===== src/rtl/sio_cfg_pkg.sv =====
package sio_cfg_pkg;

    typedef enum logic [1:0] {
        KEY_SEALED = 2'd0,
        KEY_HALF   = 2'd1,
        KEY_OPEN   = 2'd2
    } key_state_e;

    localparam logic [7:0] KEY_UNLOCK   = 8'h87;
    localparam logic [7:0] KEY_LOCK     = 8'hAA;

    localparam logic [7:0] IDX_LDEV     = 8'h07;
    localparam logic [7:0] IDX_PART_HI  = 8'h20;
    localparam logic [7:0] IDX_PART_LO  = 8'h21;
    localparam logic [7:0] IDX_VEND_HI  = 8'h23;
    localparam logic [7:0] IDX_VEND_LO  = 8'h24;
    localparam logic [7:0] IDX_BASE_HI  = 8'h60;
    localparam logic [7:0] IDX_BASE_LO  = 8'h61;

    localparam logic [7:0] RD_SEALED    = 8'hFF;
    localparam logic [7:0] RD_EMPTY     = 8'h00;

    typedef struct packed {
        logic       wr_idx;
        logic       wr_dat;
        logic [7:0] wdata;
    } bus_op_t;

    function automatic logic [7:0] hi_byte(input logic [15:0] w);
        return w[15:8];
    endfunction

    function automatic logic [7:0] lo_byte(input logic [15:0] w);
        return w[7:0];
    endfunction

endpackage


===== src/rtl/sio_key_fsm.sv =====
module sio_key_fsm
    import sio_cfg_pkg::*;
(
    input  logic    clk,
    input  logic    rst,
    input  bus_op_t op,
    output logic    open
);
    key_state_e st_q;

    always_ff @(posedge clk) begin
        if (rst) begin
            st_q <= KEY_SEALED;
        end else if (op.wr_idx) begin
            case (st_q)
                KEY_SEALED: st_q <= (op.wdata == KEY_UNLOCK) ? KEY_HALF : KEY_SEALED;
                KEY_HALF:   st_q <= (op.wdata == KEY_UNLOCK) ? KEY_OPEN : KEY_SEALED;
                KEY_OPEN:   st_q <= (op.wdata == KEY_LOCK)   ? KEY_SEALED : KEY_OPEN;
                default:    st_q <= KEY_SEALED;
            endcase
        end
    end

    assign open = (st_q == KEY_OPEN);
endmodule


===== src/rtl/sio_index_latch.sv =====
module sio_index_latch
    import sio_cfg_pkg::*;
(
    input  logic       clk,
    input  logic       rst,
    input  bus_op_t    op,
    input  logic       open,
    output logic [7:0] idx
);
    always_ff @(posedge clk) begin
        if (rst) begin
            idx <= 8'h00;
        end else if (op.wr_idx && open && (op.wdata != KEY_LOCK)) begin
            idx <= op.wdata;
        end
    end
endmodule


===== src/rtl/sio_cfg_regs.sv =====
module sio_cfg_regs
    import sio_cfg_pkg::*;
#(
    parameter logic [15:0] VENDOR_ID  = 16'h1934,
    parameter logic [15:0] PART_ID    = 16'h0406,
    parameter logic [15:0] BASE_RESET = 16'h0290,
    parameter logic [7:0]  HWMON_LDN  = 8'h04
) (
    input  logic        clk,
    input  logic        rst,
    input  logic        wr_en,
    input  logic [7:0]  idx,
    input  logic [7:0]  wdata,
    output logic [7:0]  rdata,
    output logic [7:0]  ldev,
    output logic [15:0] base
);
    logic hw_bank;
    assign hw_bank = (ldev == HWMON_LDN);

    always_ff @(posedge clk) begin
        if (rst) begin
            ldev <= 8'h00;
            base <= BASE_RESET;
        end else if (wr_en) begin
            case (idx)
                IDX_LDEV:    ldev <= wdata;
                IDX_BASE_HI: if (hw_bank) base[15:8] <= wdata;
                IDX_BASE_LO: if (hw_bank) base[7:0]  <= wdata;
                default: ;
            endcase
        end
    end

    always_comb begin
        case (idx)
            IDX_LDEV:    rdata = ldev;
            IDX_PART_HI: rdata = hi_byte(PART_ID);
            IDX_PART_LO: rdata = lo_byte(PART_ID);
            IDX_VEND_HI: rdata = hi_byte(VENDOR_ID);
            IDX_VEND_LO: rdata = lo_byte(VENDOR_ID);
            IDX_BASE_HI: rdata = hw_bank ? hi_byte(base) : RD_EMPTY;
            IDX_BASE_LO: rdata = hw_bank ? lo_byte(base) : RD_EMPTY;
            default:     rdata = RD_EMPTY;
        endcase
    end
endmodule


===== src/rtl/sio_cfg_port.sv =====
module sio_cfg_port
    import sio_cfg_pkg::*;
#(
    parameter logic [15:0] VENDOR_ID  = 16'h1934,
    parameter logic [15:0] PART_ID    = 16'h0406,
    parameter logic [15:0] BASE_RESET = 16'h0290,
    parameter logic [7:0]  HWMON_LDN  = 8'h04
) (
    input  logic        clk,
    input  logic        rst,
    input  logic        bus_wr,
    input  logic        bus_addr,
    input  logic [7:0]  bus_wdata,
    output logic [7:0]  bus_rdata,
    output logic        cfg_open,
    output logic [7:0]  ldev_sel,
    output logic [15:0] mon_base
);
    bus_op_t    op;
    logic [7:0] idx;
    logic [7:0] reg_rdata;

    assign op.wr_idx = bus_wr && !bus_addr;
    assign op.wr_dat = bus_wr &&  bus_addr;
    assign op.wdata  = bus_wdata;

    sio_key_fsm u_key (
        .clk  (clk),
        .rst  (rst),
        .op   (op),
        .open (cfg_open)
    );

    sio_index_latch u_idx (
        .clk  (clk),
        .rst  (rst),
        .op   (op),
        .open (cfg_open),
        .idx  (idx)
    );

    sio_cfg_regs #(
        .VENDOR_ID  (VENDOR_ID),
        .PART_ID    (PART_ID),
        .BASE_RESET (BASE_RESET),
        .HWMON_LDN  (HWMON_LDN)
    ) u_regs (
        .clk   (clk),
        .rst   (rst),
        .wr_en (op.wr_dat && cfg_open),
        .idx   (idx),
        .wdata (bus_wdata),
        .rdata (reg_rdata),
        .ldev  (ldev_sel),
        .base  (mon_base)
    );

    always_comb begin
        if (!cfg_open)     bus_rdata = RD_SEALED;
        else if (bus_addr) bus_rdata = reg_rdata;
        else               bus_rdata = idx;
    end
endmodule


===== config.mk =====
export PLATFORM = sky130hd
export DESIGN_NAME = sio_cfg_port
export DESIGN_NICKNAME = d
export VERILOG_FILES = /design/src/rtl/sio_cfg_pkg.sv /design/src/rtl/sio_key_fsm.sv /design/src/rtl/sio_index_latch.sv /design/src/rtl/sio_cfg_regs.sv /design/src/rtl/sio_cfg_port.sv
export SDC_FILE = /design/constraint.sdc
export NUM_CORES = 1
export LEC_CHECK = 0
export ABC_AREA = 1
export BUFFER_PORTS_ARGS = -buffer_cell sky130_fd_sc_hd__buf_2
export CORE_MARGIN = 2
export CORE_UTILIZATION = 53
export CTS_CLUSTER_SIZE = 14
export DETAILED_ROUTE_END_ITERATION = 10
export GPL_TIMING_DRIVEN = 0
export HOLD_SLACK_MARGIN = 0.1
export PLACE_DENSITY = 0.88
export SLEW_MARGIN = 20
export SYNTH_ARGS = -nofsm -noshare
export SYNTH_HDL_FRONTEND = slang
export SYNTH_SLANG_ARGS = --single-unit

===== constraint.sdc =====
create_clock -name clk -period 1.9 [get_ports clk]
set_input_delay 0.19 -clock clk [delete_from_list [all_inputs] [get_ports clk]]
set_output_delay 0.19 -clock clk [all_outputs]
set_load 0.02 [all_outputs]

=== Word level (Yosys, flattened, before mapping) ===
Cells that the tools add are included.

* Input bits: 12
* Memories kept: 0
* Memory bits (writable): 0
* ROM bits: 0
* Register bits: 34
* Output and inout port bits: 33
* Latch bits: 0
* Logic and storage cells: 37

* Shift operators: 0
* Order comparisons: 0
* Bitwise logic cells: 0
* Add/subtract/negate cells: 0
* Divide/modulo/power cells: 0
* Reduce and logical (&&, ||, !) cells: 10
* Equal/unequal tests: 13
* Multiply operators: 0
* Mux-type cells: 9

{| class="wikitable"
|+ Operators with widths
! operator !! number
|-
| 8-bit one-hot mux with 7 select lines || 1
|-
| 8-bit by 6-bit == test with 1-bit output (second input constant) || 4
|-
| 8-bit two-way mux || 4
|-
| 8-bit by 3-bit == test with 1-bit output (second input constant) || 2
|-
| 8-bit by 7-bit == test with 1-bit output (second input constant) || 2
|-
| 8-bit == test (second input constant) || 2
|-
| 8-bit inequality test (second input constant) || 1
|-
| 2-bit one-hot mux with 3 select lines || 1
|-
| 3-bit AND reduction || 2
|-
| 1-bit logical AND || 5
|-
| 2-bit two-way mux || 2
|-
| 2-bit by 1-bit == test with 1-bit output (second input constant) || 1
|-
| 2-bit == test (second input constant) || 1
|-
| 2-bit zero test || 1
|-
| 2-bit AND reduction || 1
|-
| 1-bit zero test || 1
|-
| 1-bit two-way mux || 1
|}

=== Longest topological paths before layout ===
Gate-level depths: netlist of the first run.

* Depth in word-level cells: 5
* Mapped depth: 9
* Gate-level depth less buffers: 9

=== By module ===
From an unflattened synthesis of the first run, not the netlist that was laid out.

* Cells, all modules: 353
* Area, all modules: 2203.4 µm²

{| class="wikitable"
|+ By module, submodules not included
! module !! cells each !! instances !! area an instance (µm²) !! seq. area each (µm²)
|-
| sio_cfg_regs || 225 || 1 || 1460.2 || 480.5
|-
| sio_index_latch || 60 || 1 || 416.6 || 160.2
|-
| sio_key_fsm || 35 || 1 || 171.4 || 40.0
|-
| sio_cfg_port || 33 || 1 || 155.1 || 0.0
|}

=== Least setup slack after synthesis of the first run ===
OpenSTA, ideal clock, no wires.

* Path kind: flip-flop to output port
* Start: reg u_regs.ldev[2]
* End: out bus_rdata[0]
* Data arrival time: 1.452 ns
* Setup slack: 0.258 ns
* Data required time: 1.710 ns
* Buffers on the path: 1
* Stages on the path, launching flop included: 10
* Cells stage by stage: dfxtp_1 -> inv_1 -> nor2_1 -> nand2_1 -> nor2_4 -> buf_2 -> nand3_1 -> nand3_1 -> nand2_1 -> nand3_1

* Cells in the longest elaborated chain, start to end: 5
* Elaborated cells between the ends (all ways): 6
* Those cells by class: 1 x eq/ne; 5 x mux

{| class="wikitable"
|+ RTL lines
! what !! line !! RTL
|-
| from (decl) || sio_cfg_regs.sv:15 || <nowiki>output logic [7:0] ldev,</nowiki>
|-
| from (signal assigned) || sio_cfg_regs.sv:27 || <nowiki>IDX_LDEV: ldev <= wdata;</nowiki>
|-
| 8-bit by 3-bit == test with 1-bit output * || sio_cfg_regs.sv:19 || <nowiki>assign hw_bank = (ldev == HWMON_LDN);</nowiki>
|-
| 8-bit two-way mux (on tied branches) || sio_cfg_regs.sv:43, sio_cfg_regs.sv:42 ||
|-
| 8-bit one-hot mux with 7 select lines * || sio_cfg_regs.sv:36 || <nowiki>case (idx)</nowiki>
|-
| 8-bit two-way mux * || sio_cfg_port.sv:60 || <nowiki>else if (bus_addr) bus_rdata = reg_rdata;</nowiki>
|-
| 8-bit two-way mux * || sio_cfg_port.sv:59 || <nowiki>if (!cfg_open) bus_rdata = RD_SEALED;</nowiki>
|-
| to (decl) || sio_cfg_port.sv:14 || <nowiki>output logic [7:0] bus_rdata,</nowiki>
|}

Every way passes the cells marked *; elsewhere a longest branch is shown, timed or not.

=== Worst setup path in the final report of the first run ===
* Start: reg u_idx.idx[0]
* End: out bus_rdata[0]

* Cells in the longest elaborated chain, start to end: 4
* Elaborated cells between the ends (all ways): 10
* Those cells by class: 7 x eq/ne; 3 x mux

{| class="wikitable"
|+ RTL lines
! what !! line !! RTL
|-
| from (decl) || sio_index_latch.sv:8 || <nowiki>output logic [7:0] idx</nowiki>
|-
| from (signal assigned) || sio_index_latch.sv:14 || <nowiki>idx <= op.wdata;</nowiki>
|-
| 8-bit by 7-bit == test with 1-bit output, or another cell as far along || sio_cfg_regs.sv:36 ||
|-
| 8-bit one-hot mux with 7 select lines || sio_cfg_regs.sv:36 ||
|-
| 8-bit two-way mux * || sio_cfg_port.sv:60 ||
|-
| 8-bit two-way mux * || sio_cfg_port.sv:59 ||
|}

Marks and branches as above.

==> impl_metrics.tcl, run 1 <==
set metrics [dict create \
    min_period_ns 1.920 \
    start_kind "flip-flop" \
    grt_max_degree 11 \
    violations "setup timing" \
    layout_common_cells "a21oi_1, buf_2, inv_1, nand2_1" \
    dieWidth_um 62.61 \
    p_leak_nw 1.090 \
    grtUsageTotal_pct 28.77 \
    num_rows 21 \
    critPathCaptureType "output port" \
    drive_above_1_share_pct 39.35 \
    worstMarginPinSlew_ns 0.5070 \
    drt-pass1-iter-count 6 \
    post-route-util_pct 75.74 \
    route.detailed.drc 0 \
    p_int_uw 863.7 \
    syn_area_per_cell_sq_um 6.644 \
    max_freq_mhz 520.9 \
    p_sw_share_pct 26.24 \
    antenna_left 0 \
    worstPathArrival_ns 1.73 \
    first_global_vias 1881 \
    seq_power_share_pct 60.6 \
    io_pins 45 \
    core-area_sq_mm 0.003311 \
    ir_worst_vdd_mv 0.5555 \
    netlist_area_sq_mm 0.001820 \
    syn_inst 274 \
    synth-seq-cells 34 \
    powerDensity_mw_per_mm2 467.0 \
    finalCritPeriodShare_pct 101.0 \
    die_h_um 62.61 \
    rsz0062_at_grt "true" \
    fin_ws_ns -0.01983 \
    switchingPower_uw 307.2 \
    maxSlewViolCount 0 \
    vias_per_cell 5.779 \
    num-fill-cells 270 \
    grt_pass1_wl_mm 8.756 \
    cts_buffers 5 \
    min_path_type "in2reg" \
    htreeDepth 2 \
    combinationalPowerShare_pct 6.9 \
    cts_buffer_depth 2 \
    clock_sinks 34 \
    routedWlPerCell_um 16.21 \
    cts_tree "done" \
    clk_pin_slew_ns 0.10 \
    hold_viol 0 \
    crit_fanout 5 \
    start_util_pct 54.99 \
    fin_skew_ns 0.003985 \
    dp_hpwl_mm 3.945 \
    antenna-diode-count 0 \
    criticalPathCategory "reg2out" \
    ys_types 24 \
    syn_nets 286 \
    synth-warning-count 0 \
    io_buffers 43 \
    clock_latency_ns 0.35 \
    setup_viol 2 \
    clkPwrFrac_pct 32.5 \
    slew_headroom_pct 66.20 \
    ys_seq_area_share_pct 37.39 \
    nets 350 \
    drt-initial-drc-count 192 \
    drt-total-wl_mm 6.223 \
    antenna_found_initial 0 \
    cts-root-buf "clkbuf_4" \
    finalWeightedCongestion 0.9835 \
    vias 2219 \
    fp.dieArea_sq_mm 0.003920 \
    dp_worst_setup_slack_ns 0.1817 \
    outcome "finished, violations left" \
    crit_required_ns 1.71 \
    maxCapViolations 0 \
    gr-total-overflow 0 \
    areaGrowthSynthToFinish_pct 37.73 \
]
logic make-up (layout without fill, tap and decap cells):
| group | after synthesis | after routing | synth area share (%) |
|---|---|---|---|
| flip-flops | 34 | 34 | 37.39 |
| AO/OA/AOI/OAI | 74 | 74 | 21.10 |
| AND/OR/NAND/NOR | 116 | 117 | 30.17 |
| buffers and inverters | 50 | 113 | 11.34 |
cell usage after synthesis:
cell type / n / area share (%)
inv_4: 1 / 0.34
nand3_2: 3 / 1.6
nand4_1: 2 / 0.69
o21ai_1: 4 / 1.1
nand3b_1: 1 / 0.41
dfxtp_1: 34 / 37
nand3_1: 29 / 8.0
buf_2: 4 / 1.1
or2_2: 1 / 0.34
o21ai_0: 29 / 8.0
buf_6: 1 / 0.62
o21ai_2: 1 / 0.48
nor2_2: 4 / 1.4
inv_1: 40 / 8.2
o211ai_1: 1 / 0.41
o211ai_2: 1 / 0.69
nor2_1: 27 / 5.6
nor2_4: 3 / 1.9
buf_4: 1 / 0.41
nand2_1: 44 / 9.1
a21oi_1: 38 / 10
nand2_2: 1 / 0.34
clkbuf_1: 3 / 0.62
nor3_4: 1 / 0.89
stage by stage:
step / hold slack [ns] / std cells / instance area, sq um / setup TNS, ns / total power [mW]
after floorplan: 0.2591 / 274 / 1821 / 0 / 0.7645
after global placement: 0.3814 / 363 / 2093 / 0 / 0.7991
after detailed placement: 0.3823 / 363 / 2093 / 0 / 0.8007
after CTS: 0.1652 / 375 / 2235 / -0.001437 / 1.164
after global routing: 0.1901 / 384 / 2507 / -0.7058 / 1.209
final: 0.1716 / 384 / 2507 / -0.03199 / 1.171
registers in the layout, indices dropped and copies added, names as in the netlist:
register and count:
u_regs.ldev 8, u_regs.base 16, u_key.st_q 2, u_idx.idx 8
worst paths after layout:
path              slack [ns]            from             end  cells past startpoint
setup / recovery       -0.02    u_idx.idx[0]    bus_rdata[0]                      9
hold / removal          0.17    bus_wdata[2]    u_idx.idx[2]                      3
hold reg to reg         0.48  u_regs.ldev[5]  u_regs.ldev[5]                      2
setup reg to reg        0.24  u_regs.ldev[2]  u_regs.base[7]                     11
layer usage:
metal | global-route usage [%] | share of wire, %
met4 | 15.00 | 4.6
met1 | 36.47 | 39
met5 | 0 | 0
met3 | 5.405 | 10
met2 | 46.51 | 46
final cells by class:
cell class | count | area, sq um | area share [%]
Multi-Input combinational cell | 191 | 1116 | 44.51
Inverter | 41 | 156.4 | 6.238
Sequential cell | 34 | 696.9 | 27.79
Buffer | 9 | 56.30 | 2.246
Clock buffer | 5 | 37.54 | 1.497
Tap cell | 46 | 57.56 | 2.295
Clock inverter | 2 | 10.01 | 0.3992
Timing Repair Buffer | 56 | 376.6 | 15.02
repair_timing:
item	CTS	global route
cloned	1	2
hold buffers	1	0
setup buffers	3	7
endpoints found under the setup margin	8	8
endpoints found under the hold margin	2	0
pin swaps	3	23
gates resized for setup	19	66
power groups by stage:
| stage | clock (mW) | combinational, mW | sequential, mW |
|---|---|---|---|
| floorplan | 0 | 0.0358 | 0.729 |
| CTS | 0.376 | 0.0752 | 0.712 |
| finish | 0.381 | 0.0811 | 0.709 |
| global placement | 0 | 0.0705 | 0.729 |
| global route | 0.413 | 0.0867 | 0.709 |
| detailed placement | 0 | 0.0720 | 0.729 |
worst max-delay path: stages (launching register included):
cell and delay [ns]:
dfxtp_4 0.39, inv_1 0.06, nor2_2 0.13, nand2_2 0.12, nor2_4 0.21, nand3_1 0.14
nand3_2 0.08, nand2_1 0.06, nand3_2 0.07, buf_6 0.11
Note: power is estimated with default switching activity, not from simulation.
==> run 2, diff against run 1 <==
BUFFER_PORTS_ARGS = -buffer_cell sky130_fd_sc_hd__buf_4   (was -buffer_cell sky130_fd_sc_hd__buf_2)
PLACE_DENSITY = 0.79   (was 0.88)
==> impl_metrics.tcl, run 2 (same netlist as run 1, synthesis figures left out) <==
set metrics [dict create \
    outcome "completed" \
    fin_skew_ns 0.006761 \
    setup_viol 0 \
    drt-total-wl_mm 5.820 \
    rsz0062_at_grt "true" \
    start_util_pct 54.99 \
    layout_common_cells "buf_4, a21oi_1, inv_1" \
    drt-pass1-iter-count 4 \
    nets 349 \
    cts_tree "done" \
    slowest_stage "dfxtp_1" \
    antenna_found_initial 0 \
    criticalPathCategory "reg2out" \
    start_kind "flip-flop" \
    routedWlPerCell_um 15.16 \
    io_pins 45 \
    dieWidth_um 62.61 \
    slew_headroom_pct 66.04 \
    top_regs "u_regs.base x16, u_idx.idx x8, u_regs.ldev x8" \
    first_global_vias 1849 \
    io_buffers 43 \
    drive_above_1_share_pct 37.57 \
    grt_pass1_wl_mm 8.749 \
    areaGrowthSynthToFinish_pct 41.03 \
    critPathCaptureType "output port" \
    hold_viol 0 \
    max_freq_mhz 528.0 \
    antenna_left 0 \
    cp_top_family "simple AND/OR/NAND/NOR gates" \
    crit_required_ns 1.71 \
    maxCapViolations 0 \
    cts-root-buf "clkbuf_4" \
    core-area_sq_mm 0.003311 \
    cts_buffer_depth 2 \
    finalCritPeriodShare_pct 99.68 \
    min_path_type "in2reg" \
    maxSlewViolCount 0 \
    num-fill-cells 282 \
    crit_chain "nor2_2 -> nand2_2 -> nor2_4 -> buf_6 -> nand3_2 -> nand2_1 -> o21ai_1 -> nand2_1 -> buf_6" \
    vias 2100 \
    worstMarginPinSlew_ns 0.5094 \
    cts_buffers 5 \
    drt-initial-drc-count 189 \
    fin_cells 384 \
    vias_per_cell 5.469 \
    ir_worst_vdd_mv 0.4127 \
    die_h_um 62.61 \
    total_power_mw 1.225 \
    multi_input_area_sq_mm 0.001094 \
    antenna-diode-count 0 \
    crit_fanout 7 \
    path_buf_inv 2 \
    regArea_sq_um 694.4 \
    fp.dieArea_sq_mm 0.003920 \
    clock_latency_ns 0.35 \
    cpPeakStageDelay_ns 0.38 \
    place_inst 363 \
    clk_pin_slew_ns 0.11 \
    powerDensity_mw_per_mm2 477.2 \
    final_common_cell "buf_4" \
    fin_setup_tns_ns 0 \
    grt_max_degree 11 \
    clock_sinks 34 \
    gr-total-overflow 0 \
    route.detailed.drc 0 \
    num_rows 21 \
    worstPathArrival_ns 1.70 \
    dp_hpwl_mm 3.976 \
    grtUsageTotal_pct 28.68 \
    finalWeightedCongestion 1.012 \
    htreeDepth 2 \
    regMostFlops "u_regs.base" \
    min_period_ns 1.894 \
    p_leak_nw 1.086 \
    largest_reg_flops 16 \
]
-- run 2: area by class of cell --
type	count	share of cell area (%)
multi-input combinational	191	42.59
sequential	34	27.05
timing repair buffer	55	17.50
inverter	41	6.092
tap	46	2.242
buffer	9	2.193
clock buffer	7	2.144
clock inverter	1	0.1949
-- run 2: per-layer routing --
| layer | vias to the layer above | global-route usage (%) | wire, um |
|---|---|---|---|
| met5 | - | 0 | 0 |
| met4 | 0 | 15.00 | 217 |
| met3 | 20 | 7.568 | 516 |
| met2 | 97 | 44.49 | 2727 |
| met1 | 956 | 36.55 | 2358 |
| li1 | 1027 | - | - |
-- run 2: worst paths after layout --
| kind | startpoint | to | slack, ns | depth (start not counted) |
|---|---|---|---|---|
| max | u_regs.ldev[3] | bus_rdata[1] | 0.006 | 9 |
| max reg2reg | u_regs.ldev[3] | u_regs.base[9] | 0.35 | 8 |
| min | bus_wdata[1] | u_regs.base[1] | 0.16 | 3 |
| min reg2reg | u_regs.base[1] | u_regs.base[1] | 0.48 | 2 |
-- run 2: repair_timing --
item	CTS	global route
endpoints found under the hold margin	2	0
gates resized for setup	14	53
gates cloned	1	1
endpoints found under the setup margin	8	8
buffers inserted	3	7
pin swaps	5	20
hold buffers	1	0
-- run 2: metrics by stage --
step / instance area [sq um] / hold WS (ns) / utilization (%) / setup WS (ns)
after floorplan: 1821 / 0.2591 / - / 0.2582
after global placement: 2201 / 0.3687 / 66.48 / 0.2024
after detailed placement: 2201 / 0.3754 / 66.48 / 0.2058
after CTS: 2341 / 0.1587 / 70.71 / 0.001005
after global routing: 2567 / 0.1644 / 77.55 / -0.08622
final: 2567 / 0.1622 / 77.55 / 0.006060
-- run 2: power breakdown --
part	switching, mW	internal (mW)	total, mW
combinational	0.0565	0.0279	0.0843
sequential	0.0000145	0.711	0.711
clock	0.251	0.179	0.430
total	0.308	0.918	1.23
-- run 2: worst register-to-register path: stages, from the launching register on --
cell and delay (ns):
dfxtp_1 0.38, nor2_2 0.12, nand2_2 0.07, nor2_4 0.16, buf_6 0.17, nand3_2 0.14
buf_2 0.22, nand2_1 0.07, o211ai_1 0.08
